<file path="config.mk">
export PLATFORM = sky130hd
export DESIGN_NAME = cm_sysctrl
export DESIGN_NICKNAME = d
export VERILOG_FILES = /design/src/rtl/cm_sysctrl_pkg.sv /design/src/rtl/cm_cfg_regs.sv /design/src/rtl/cm_local_intc.sv /design/src/rtl/cm_id_window.sv /design/src/rtl/cm_sysctrl.sv
export SDC_FILE = /design/constraint.sdc
export NUM_CORES = 1
export LEC_CHECK = 0
export CORE_AREA = 2 2 148 150
export DETAILED_ROUTE_END_ITERATION = 7
export DIE_AREA = 0 0 150 152
export GPL_ROUTABILITY_DRIVEN = 0
export GPL_TIMING_DRIVEN = 1
export PLACE_DENSITY = 0.84
export SLEW_MARGIN = 10
export SYNTH_ARGS = -nofsm -noshare
export SYNTH_HDL_FRONTEND = slang
export SYNTH_SLANG_ARGS = --single-unit
export TNS_END_PERCENT = 20
</file>
<file path="constraint.sdc">
create_clock -name clk -period 5.2 [get_ports clk]
set_clock_uncertainty 0.2 [all_clocks]
set_input_delay 0.78 -clock clk [delete_from_list [all_inputs] [get_ports clk]]
set_output_delay 0.78 -clock clk [all_outputs]
set_load 0.005 [all_outputs]
</file>
<file path="src/rtl/cm_sysctrl_pkg.sv">
package cm_sysctrl_pkg;

    localparam int unsigned DATA_W = 32;

    // word indices
    localparam int unsigned IX_OSC       = 2;
    localparam int unsigned IX_CTRL      = 3;
    localparam int unsigned IX_KEY       = 5;
    localparam int unsigned IX_AUX       = 7;
    localparam int unsigned IX_SDRAM     = 8;
    localparam int unsigned IX_INIT      = 9;
    localparam int unsigned IX_FLG_SET   = 12;
    localparam int unsigned IX_FLG_CLR   = 13;
    localparam int unsigned IX_NVF_SET   = 14;
    localparam int unsigned IX_NVF_CLR   = 15;
    localparam int unsigned IX_IRQ_STAT  = 16;
    localparam int unsigned IX_IRQ_RAW   = 17;
    localparam int unsigned IX_IRQ_ENS   = 18;
    localparam int unsigned IX_IRQ_ENC   = 19;
    localparam int unsigned IX_SOFT_SET  = 20;
    localparam int unsigned IX_SOFT_CLR  = 21;
    localparam int unsigned IX_FIQ_STAT  = 24;
    localparam int unsigned IX_FIQ_RAW   = 25;
    localparam int unsigned IX_FIQ_ENS   = 26;
    localparam int unsigned IX_FIQ_ENC   = 27;

    localparam logic [15:0] UNLOCK_KEY   = 16'hA05F;

    localparam logic [31:0] OSC_RST      = 32'h0100_0048;
    localparam logic [31:0] AUX_RST      = 32'h0007_FEFF;
    localparam logic [31:0] SDRAM_RST    = 32'h0001_1122;
    localparam logic [31:0] INIT_RST     = 32'h0000_0112;

    // identification text placed at table entries ID_FIRST..ID_FIRST+ID_LEN-1
    localparam int unsigned ID_FIRST     = 73;
    localparam int unsigned ID_LEN       = 11;
    localparam logic [8*ID_LEN-1:0] ID_TEXT = "CORE-DIMM01";

    typedef struct packed {
        logic [31:0] osc;
        logic [31:0] aux;
        logic [31:0] sdram;
        logic [31:0] init;
        logic [31:0] flags;
        logic [31:0] nvflags;
        logic [15:0] key;
        logic        led;
        logic        remap;
        logic        rst_req;
    } cfg_state_t;

    function automatic logic [7:0] id_byte(int unsigned ent);
        if (ent >= ID_FIRST && ent < ID_FIRST + ID_LEN)
            return ID_TEXT[8*(ID_FIRST + ID_LEN - 1 - ent) +: 8];
        return 8'h00;
    endfunction

endpackage

</file>
<file path="src/rtl/cm_cfg_regs.sv">
module cm_cfg_regs
    import cm_sysctrl_pkg::*;
#(
    parameter int IDX_W = 10
) (
    input  logic             clk,
    input  logic             rst_n,
    input  logic             wr_en,
    input  logic [IDX_W-1:0] idx,
    input  logic [31:0]      wr_data,
    output logic [31:0]      rd_data,
    output logic             led_out,
    output logic             remap_flash_en,
    output logic             sys_rst_req
);

    cfg_state_t st_d, st_q;
    logic       unlocked;
    logic [31:0] idx32;

    assign idx32    = 32'(idx);
    assign unlocked = (st_q.key == UNLOCK_KEY);

    always_comb begin
        st_d         = st_q;
        st_d.rst_req = 1'b0;
        if (wr_en) begin
            case (idx32)
                IX_OSC:     if (unlocked) st_d.osc = wr_data;
                IX_AUX:     if (unlocked) st_d.aux = wr_data;
                IX_KEY:     st_d.key = wr_data[15:0];
                IX_CTRL: begin
                    st_d.led     = wr_data[0];
                    st_d.remap   = wr_data[2];
                    st_d.rst_req = wr_data[3];
                end
                IX_SDRAM:   st_d.sdram   = wr_data;
                IX_INIT:    st_d.init    = wr_data;
                IX_FLG_SET: st_d.flags   = st_q.flags | wr_data;
                IX_FLG_CLR: st_d.flags   = st_q.flags & ~wr_data;
                IX_NVF_SET: st_d.nvflags = st_q.nvflags | wr_data;
                IX_NVF_CLR: st_d.nvflags = st_q.nvflags & ~wr_data;
                default: ;
            endcase
        end
    end

    always_ff @(posedge clk or negedge rst_n) begin
        if (!rst_n) begin
            st_q         <= '0;
            st_q.osc     <= OSC_RST;
            st_q.aux     <= AUX_RST;
            st_q.sdram   <= SDRAM_RST;
            st_q.init    <= INIT_RST;
        end else begin
            st_q <= st_d;
        end
    end

    always_comb begin
        case (idx32)
            IX_OSC:     rd_data = st_q.osc;
            IX_AUX:     rd_data = st_q.aux;
            IX_KEY:     rd_data = {15'b0, unlocked, st_q.key};
            IX_CTRL:    rd_data = {29'b0, st_q.remap, 1'b0, st_q.led};
            IX_SDRAM:   rd_data = st_q.sdram;
            IX_INIT:    rd_data = st_q.init;
            IX_FLG_SET: rd_data = st_q.flags;
            IX_NVF_SET: rd_data = st_q.nvflags;
            default:    rd_data = '0;
        endcase
    end

    assign led_out        = st_q.led;
    assign remap_flash_en = ~st_q.remap;
    assign sys_rst_req    = st_q.rst_req;

    // oscillator unchanged by a write while the key is wrong
    p_osc_locked_r2: assert property (@(posedge clk) disable iff (!rst_n)
        (wr_en && idx32 == IX_OSC && !unlocked) |=> $stable(st_q.osc))
        else $error("p_osc_locked_r2");

    // a reset-request write gives a pulse on the next cycle
    p_rst_pulse_r4: assert property (@(posedge clk) disable iff (!rst_n)
        (wr_en && idx32 == IX_CTRL && wr_data[3]) |=> sys_rst_req)
        else $error("p_rst_pulse_r4");

    // every written bit is set after a flags set write
    p_flag_set_r5: assert property (@(posedge clk) disable iff (!rst_n)
        (wr_en && idx32 == IX_FLG_SET) |=> ((st_q.flags & $past(wr_data)) == $past(wr_data)))
        else $error("p_flag_set_r5");

endmodule

</file>
<file path="src/rtl/cm_local_intc.sv">
module cm_local_intc
    import cm_sysctrl_pkg::*;
#(
    parameter int IDX_W = 10
) (
    input  logic             clk,
    input  logic             rst_n,
    input  logic             wr_en,
    input  logic [IDX_W-1:0] idx,
    input  logic [31:0]      wr_data,
    output logic [31:0]      rd_data,
    output logic             level,
    output logic             irq_out,
    output logic             fiq_out
);

    typedef struct packed {
        logic        lvl;
        logic [31:0] irq_en;
        logic [31:0] fiq_en;
    } intc_state_t;

    intc_state_t st_d, st_q;
    logic [31:0] idx32;
    logic [31:0] lvl_w;

    assign idx32 = 32'(idx);
    assign lvl_w = {31'b0, st_q.lvl};

    always_comb begin
        st_d = st_q;
        if (wr_en) begin
            case (idx32)
                IX_IRQ_ENS:  st_d.irq_en = st_q.irq_en | wr_data;
                IX_IRQ_ENC:  st_d.irq_en = st_q.irq_en & ~wr_data;
                IX_FIQ_ENS:  st_d.fiq_en = st_q.fiq_en | wr_data;
                IX_FIQ_ENC:  st_d.fiq_en = st_q.fiq_en & ~wr_data;
                IX_SOFT_SET: st_d.lvl    = st_q.lvl | wr_data[0];
                IX_SOFT_CLR: st_d.lvl    = st_q.lvl & ~wr_data[0];
                default: ;
            endcase
        end
    end

    always_ff @(posedge clk or negedge rst_n) begin
        if (!rst_n) st_q <= '0;
        else        st_q <= st_d;
    end

    always_comb begin
        case (idx32)
            IX_IRQ_STAT: rd_data = lvl_w & st_q.irq_en;
            IX_FIQ_STAT: rd_data = lvl_w & st_q.fiq_en;
            IX_IRQ_RAW,
            IX_FIQ_RAW,
            IX_SOFT_SET: rd_data = lvl_w;
            IX_IRQ_ENS:  rd_data = st_q.irq_en;
            IX_FIQ_ENS:  rd_data = st_q.fiq_en;
            default:     rd_data = '0;
        endcase
    end

    assign level   = st_q.lvl;
    assign irq_out = |(lvl_w & st_q.irq_en);
    assign fiq_out = |(lvl_w & st_q.fiq_en);

    // cleared enable bits are zero afterwards
    p_irq_en_clr_r7: assert property (@(posedge clk) disable iff (!rst_n)
        (wr_en && idx32 == IX_IRQ_ENC) |=> ((st_q.irq_en & $past(wr_data)) == '0))
        else $error("p_irq_en_clr_r7");

    // soft set with bit 0 raises the level
    p_soft_set_r8: assert property (@(posedge clk) disable iff (!rst_n)
        (wr_en && idx32 == IX_SOFT_SET && wr_data[0]) |=> level)
        else $error("p_soft_set_r8");

endmodule

</file>
<file path="src/rtl/cm_id_window.sv">
module cm_id_window
    import cm_sysctrl_pkg::*;
#(
    parameter int WIN_AW = 8
) (
    input  logic [WIN_AW-3:0] word_sel,
    output logic [31:0]       rd_data
);

    localparam int WORDS    = 2 ** (WIN_AW - 2);
    localparam int BASE_ENT = WORDS;

    logic [7:0] tab [WORDS];

    for (genvar g = 0; g < WORDS; g++) begin : g_ent
        assign tab[g] = id_byte(BASE_ENT + g);
    end

    assign rd_data = {24'b0, tab[word_sel]};

endmodule

</file>
<file path="src/rtl/cm_sysctrl.sv">
module cm_sysctrl
    import cm_sysctrl_pkg::*;
#(
    parameter int ADDR_W = 12
) (
    input  logic              clk,
    input  logic              rst_n,
    input  logic [ADDR_W-1:0] bus_addr,
    input  logic              bus_we,
    input  logic [31:0]       bus_wdata,
    output logic [31:0]       bus_rdata,
    output logic              led_out,
    output logic              remap_flash_en,
    output logic              sys_rst_req,
    output logic              irq_out,
    output logic              fiq_out
);

    localparam int IDX_W  = ADDR_W - 2;
    localparam int WIN_AW = 8;

    logic [IDX_W-1:0] idx;
    logic             win_hit;
    logic [31:0]      cfg_rd, intc_rd, win_rd;
    logic             lvl;

    assign idx     = bus_addr[ADDR_W-1:2];
    assign win_hit = (bus_addr[ADDR_W-1:WIN_AW] == (ADDR_W-WIN_AW)'(1));

    cm_cfg_regs #(.IDX_W(IDX_W)) u_cfg (
        .clk(clk), .rst_n(rst_n), .wr_en(bus_we), .idx(idx), .wr_data(bus_wdata),
        .rd_data(cfg_rd), .led_out(led_out), .remap_flash_en(remap_flash_en),
        .sys_rst_req(sys_rst_req)
    );

    cm_local_intc #(.IDX_W(IDX_W)) u_intc (
        .clk(clk), .rst_n(rst_n), .wr_en(bus_we), .idx(idx), .wr_data(bus_wdata),
        .rd_data(intc_rd), .level(lvl), .irq_out(irq_out), .fiq_out(fiq_out)
    );

    cm_id_window #(.WIN_AW(WIN_AW)) u_win (
        .word_sel(bus_addr[WIN_AW-1:2]), .rd_data(win_rd)
    );

    assign bus_rdata = cfg_rd | intc_rd | (win_hit ? win_rd : 32'b0);

    // remap output follows inverse of written bit 2
    p_remap_r3: assert property (@(posedge clk) disable iff (!rst_n)
        (bus_we && 32'(idx) == IX_CTRL) |=> (remap_flash_en == !$past(bus_wdata[2])))
        else $error("p_remap_r3");

    // control readback holds only bits 0 and 2
    p_ctrl_rd_r3: assert property (@(posedge clk) disable iff (!rst_n)
        (32'(idx) == IX_CTRL) |-> (bus_rdata[31:3] == '0 && !bus_rdata[1]))
        else $error("p_ctrl_rd_r3");

    // no request without a raised level
    p_no_lvl_r9: assert property (@(posedge clk) disable iff (!rst_n)
        !lvl |-> (!irq_out && !fiq_out))
        else $error("p_no_lvl_r9");

    // window reads are byte wide
    p_win_byte_r10: assert property (@(posedge clk) disable iff (!rst_n)
        win_hit |-> (bus_rdata[31:8] == '0))
        else $error("p_win_byte_r10");

endmodule

</file>
==> out/metrics.csv, run 1 <==
stage;metric;value;unit
logic_synthesis;syn_nets;1190;
layout;ff_latch_area;6940;um^2
logic_synthesis;synth_area_leaders;dfrtp_1, a21oi_1, mux2_2;
layout;syn2layout_area_growth;14.5;%
setup_path;max_stage_delay;530;ps
floorplan;core_area;21400;um^2
logic_synthesis;synth_cell_type_count;60;
floorplan;num_io_pins;84;
route;met1_length;14100;um
route;viasPerCell;6.79;
logic_synthesis;synth_area_per_cell;11.7;um^2
clocking;cts_tree;done;
route;top_layer;met4;
route;drtAntennaViolNets;0;
setup_path;worst-path-max-fanout;9;
global_route;first_global_vias;10514;
clocking;cts-root-buf;clkbuf_16;
setup_path;criticalPathCategory;in -> out;
global_route;grt_pass1_wl;57200;um
logic_synthesis;synth-edff-count;0;
logic_synthesis;synthesis.area;13300;um^2
layout;design_area;15200;um^2
outcome;outcome;complete, no violations;
logic_synthesis;ys_warn_count;0;
timing;max_freq;0.206;GHz
route;wl_met3;3260;um
logic_synthesis;synth_top_cell_by_area;dfrtp_1;
logic_synthesis;async_flop_share;100;%
hold_path;hold_class;in -> async;
power_and_ir_drop;ir_worst_vdd;0.000222;V
clocking;clk_pin_slew;60;ps
setup_path;cp_top_family;buffers and inverters;
logic_synthesis;synth-seq-cells;276;
layout;diodes;0;
clocking;clock_path_buffers;3;
power_and_ir_drop;power.density;291;nW/um^2
placed_design;port-buffer-count;81;
timing;final_hold_viol_count;0;
route;met2WireLength;17200;um
logic_synthesis;ys.flop_type;dfrtp_1;
clocking;cts_resized;0;
route;drcViolationCount;0;
setup_path;cp.required;4220;ps
global_route;grt_max_degree;124;
clocking;postCtsSetupBuffers;0;
layout;drive_above_1_share;24.2;%
timing;finalSetupViolCount;0;
job;maxCapViolCount;0;
logic_synthesis;synthCells;1136;
global_route;antenna_found_initial;0;
timing;rsz0062_at_grt;no;
layout;fin_nets;1230;
power_and_ir_drop;power_leakage;7.19;nW
timing;period_minus_slack;4840;ps
logic_synthesis;synthDominantCellAreaShare;46.6;%
setup_path;path_buf_inv;5;
clocking;cts_buffers;28;
setup_path;worst_setup_path_end_kind;primary output;
route;routed_wl;36100;um
clocking;cts_sinks;276;
placed_design;dp_hpwl;21900;um
layout;fill_cells;1464;
setup_path;critPathLaunchType;primary input;
floorplan;rows;54;
global_route;grtUsageTotal;31.9;%
global_route;grt_overflow_total;0;
timing;tightest_slew;948;ps
setup_path;cp_cell_sequence;clkdlybuf4s50_1 > inv_1 > ha_1 > or3b_1 > nor3_2 > buf_4 > buf_4 > a222oi_1 > nand2_1 > clkdlybuf4s50_1;
logic_synthesis;synth_common_cells;a21oi_1, dfrtp_1, mux2_2, mux2_4, clkbuf_1;
clocking;postCtsHoldBufs;0;
timing;finalSetupTns;0;ps
placed_design;place_area;14300;um^2
clocking;htree_levels;1;
timing;fin_crit_sh;93.1;%
route;drt_iter0_markers;1012;
logic_synthesis;synth_most_common_cell;a21oi_1;
clocking;worstSkewPairLatency;540;ps
route;post_drt_wl_per_cell;24.4;um
route;drtPass1Iterations;6;
floorplan;die_width;150;um
logic_synthesis;seq_area_frac_synth;52.3;%
floorplan;chipHeight;152;um
setup_path;regToRegSetupSlack;2210;ps
floorplan;initial_utilization;62.2;%
setup_path;critPathSlowestCell;clkdlybuf4s50_1;
floorplan;die_area;22800;um^2
route;via_count;10028;
timing;slew_headroom;36.8;%
setup_path;critPathArrivalTime;3860;ps
timing;slew_violations;0;
layout;multiInputGateArea;5750;um^2
placed cells by master, fill, tap and decap left out, drive strengths merged, types with 3 or more instances in the layout:
cell           Yosys  layout
nand3             21      21
a221oi             4       4
nor2               8       8
nand2             27      27
and4               5       5
clkbuf            81      43
o2bb2ai            3       3
o21ai              5       5
inv                8       9
o211ai             3       3
a21oi            257     257
and2              40      40
a22o              25      25
clkinv             0       6
dfstp             29      29
nand2b             3       3
mux2             163     163
nor3b              3       3
or3b               4       4
or4b               5       5
a222oi            32      32
nand4              3       3
o22a              10      10
ha                 7       7
o2111ai            3       3
nor4               6       6
clkdlybuf4s50      0      79
nor3               6       6
dfrtp            247     247
nor2b              3       3
a22oi             38      38
buf               38      50
mux2i             21      21
and3               6       6
kinds of logic (layout without fill, tap and decap cells):
| family | Yosys count | in the layout | share of synthesized area [%] |
|---|---|---|---|
| mux | 184 | 184 | 17.1 |
| buf+inv | 127 | 188 | 4.47 |
| fa+ha+maj | 7 | 7 | 0.660 |
| compound gates | 394 | 394 | 18.5 |
| simple gates | 148 | 148 | 6.97 |
| flops | 276 | 276 | 52.3 |
stage by stage:
stage | std cells | hold slack (ps) | worst slack [ps] | utilization (%) | total power, mW
2_1_floorplan | 1136 | 260 | 1790 | - | 2.34
3_3_place_gp | 1426 | 274 | 441 | 66.9 | 2.46
3_5_place_dp | 1426 | 286 | 425 | 66.9 | 2.47
4_1_cts | 1477 | 155 | 403 | 71.2 | 4.42
5_1_grt | 1477 | 183 | 237 | 71.2 | 4.54
6_report | 1477 | 94.6 | 357 | 71.2 | 4.42
final cells by class:
class	instances	share of cell area, %
Sequential cell	276	45.7
Timing Repair Buffer	129	8.03
Clock buffer	43	5.51
Multi-Input combinational cell	733	37.8
Inverter	8	0.198
Clock inverter	8	0.453
Tap cell	280	2.30
power breakdown:
| part | internal [mW] | switching, mW |
|---|---|---|
| clock network | 1.16 | 0.828 |
| logic | 0.0824 | 0.163 |
| registers | 2.17 | 0.0148 |
routing by layer:
| layer | GRT usage [%] | vias up |
|---|---|---|
| li1 | - | 4310 |
| met1 | 43.2 | 5054 |
| met2 | 51.1 | 546 |
| met3 | 5.65 | 118 |
| met4 | 13.1 | 0 |
| met5 | 0 | - |
final timing paths:
kind | from | to | cells past startpoint
max | bus_addr[2] | bus_rdata[22] | 10
min | rst_n | u_cfg.st_q[1] | 1
max reg2reg | u_cfg.st_q[12] | u_cfg.st_q[210] | 5
min reg2reg | u_cfg.st_q[117] | u_cfg.st_q[117] | 1
max in group asynchronous | rst_n | u_cfg.st_q[104] | 2
min in group clk | u_cfg.st_q[117] | u_cfg.st_q[117] | 1
No activity file was read; power rests on OpenSTA's default activity.
==> run 2, diff against run 1 <==
- PLACE_DENSITY: 0.84 -> 0.9
==> run 2 against run 1 <==
  * Count of clock-buffer cells in the layout decreased by 2
  * Sequential share of layout area decreased by 0.39 points
  * The run now ends with DRC left
  * Via count grew 3.9%
  * Clock power up 10%
==> out/metrics.csv, run 2 (same netlist as run 1, synthesis figures left out) <==
stage;metric;value;unit
setup_path;cp_cell_sequence;clkdlybuf4s50_1 > inv_1 > ha_1 > or3b_1 > or3_1 > o22a_1 > nand3_1 > clkdlybuf4s50_1;
floorplan;num_io_pins;84;
global_route;grt_overflow_total;0;
setup_path;cp_top_family;simple AND/OR/NAND/NOR gates;
clocking;clk_pin_slew;60;ps
setup_path;regToRegSetupSlack;2020;ps
clocking;cts_resized;0;
power_and_ir_drop;power_leakage;7.26;nW
floorplan;die_area;22800;um^2
floorplan;chipHeight;152;um
route;drtPass1Iterations;8;
floorplan;rows;54;
hold_path;hold_depth;1;
global_route;use_met2;53.7;%
clocking;worstSkewPairLatency;550;ps
timing;slew_headroom;34.1;%
route;drtAntennaViolNets;0;
timing;finalSetupViolCount;0;
setup_path;path_buf_inv;3;
setup_path;critPathArrivalTime;3860;ps
global_route;grtUsageTotal;33.2;%
setup_path;max_stage_delay;660;ps
power_and_ir_drop;ir_worst_vdd;0.000294;V
layout;finalNonFillerCells;1486;
timing;final_hold_viol_count;0;
clocking;postCtsSetupBuffers;0;
setup_path;cp.required;4220;ps
floorplan;initial_utilization;62.2;%
hold_path;hold_class;reg -> reg;
outcome;violations;DRC;
setup_path;crit_path_frequent_cell;clkdlybuf4s50_1;
setup_path;worst_r2r_startpoint;u_cfg.st_q[13];
global_route;grt_max_degree;98;
global_route;first_global_vias;10819;
clocking;cts-root-buf;clkbuf_16;
timing;finalSetupTns;0;ps
power_and_ir_drop;power.density;302;nW/um^2
floorplan;core_area;21400;um^2
clocking;htree_levels;1;
setup_path;endpoint;bus_rdata[16];
layout;syn2layout_area_growth;15.5;%
placed_design;port-buffer-count;81;
timing;setup_ws;358;ps
setup_path;critPathSlowestCell;or3_1;
route;drcViolationCount;1;
setup_path;timing.rr.end;u_cfg.st_q[166];
route;routed_wl;37800;um
global_route;grt_pass1_wl;59300;um
setup_path;rr_worst_depth;5;
placed_design;pre_cts_ws;466;ps
outcome;outcome;finished with violations;
setup_path;crit_path_start;bus_addr[3];
route;drt_iter0_markers;1526;
placed_design;dp_hpwl;22500;um
job;maxCapViolCount;0;
timing;slew_violations;0;
route;via_count;10421;
layout;final_cell_mix;a21oi_1, dfrtp_1, mux2_2;
route;post_drt_wl_per_cell;25.4;um
setup_path;cp.depth;8;
setup_path;worst_setup_path_end_kind;primary output;
clocking;cts_buffers;28;
placed_design;placed_cells_incl_taps;1432;
global_route;use_met1;42.5;%
timing;rsz0062_at_grt;no;
layout;final_common_cell;a21oi_1;
setup_path;worst-path-max-fanout;11;
clocking;postCtsHoldBufs;1;
setup_path;criticalPathCategory;in -> out;
timing;period_minus_slack;4840;ps
global_route;antenna_found_initial;1;
clocking;cts_sinks;276;
timing;tightest_slew;985;ps
clocking;clock_path_buffers;3;
setup_path;critPathLaunchType;primary input;
layout;drive_above_1_share;24.9;%
timing;fin_crit_sh;93.1;%
global_route;use_met3;7.24;%
floorplan;die_width;150;um
clocking;cts_tree;done;
global_route;busiest_layer;met2;
layout;fin_nets;1237;
timing;max_freq;0.207;GHz
route;viasPerCell;7.01;
## run 2: worst register-to-register path, cell delays in order (launching register included)
cell	delay, ps
dfrtp_1	420
or4b_1	680
nor4_4	400
nand3_2	480
buf_4	510
mux2_4	370
## run 2: area by class of cell
type                       count  area [um^2]
antenna                        1         2.50
clock buffer                  41          841
clock inverter                11          164
fill                        1390         6020
inverter                       8         30.0
multi-input combinational    733         5750
sequential                   276         6940
tap                          280          350
timing repair buffer         136         1250
## run 2: worst min-delay path by stage
stage | startpoint | end | slack (ps)
5_1_grt | u_cfg.st_q[140] | u_cfg.st_q[140] | 310
4_1_cts | u_cfg.st_q[124] | u_cfg.st_q[124] | 300
3_3_place_gp | u_cfg.st_q[118] | u_cfg.st_q[118] | 270
2_1_floorplan | u_cfg.st_q[118] | u_cfg.st_q[118] | 260
6_report | u_cfg.st_q[124] | u_cfg.st_q[124] | 290
3_5_place_dp | u_cfg.st_q[124] | u_cfg.st_q[124] | 280
## run 2: metal layers
metal / vias up / routed length (um)
met5: - / 0
met4: 0 / 1840
met3: 170 / 3570
met2: 665 / 18300
met1: 5251 / 14100
li1: 4335 / -
## run 2: power by group
part / leakage (nW) / internal (mW) / total [mW] / switching [mW]
logic: 3.03 / 0.0857 / 0.251 / 0.165
clock network: 0.490 / 1.32 / 2.18 / 0.866
registers: 3.74 / 2.17 / 2.19 / 0.0158
total: 7.26 / 3.58 / 4.62 / 1.05
## run 2: through the flow
stage | cell area [um^2] | utilization (%) | total power, mW | hold WS (ps)
3_3_place_gp | 14300 | 67.0 | 2.46 | 272
2_1_floorplan | 13300 | - | 2.34 | 260
6_report | 15300 | 71.8 | 4.62 | 294
3_5_place_dp | 14300 | 67.0 | 2.47 | 284
5_1_grt | 15300 | 71.8 | 4.74 | 310
4_1_cts | 15300 | 71.8 | 4.62 | 297
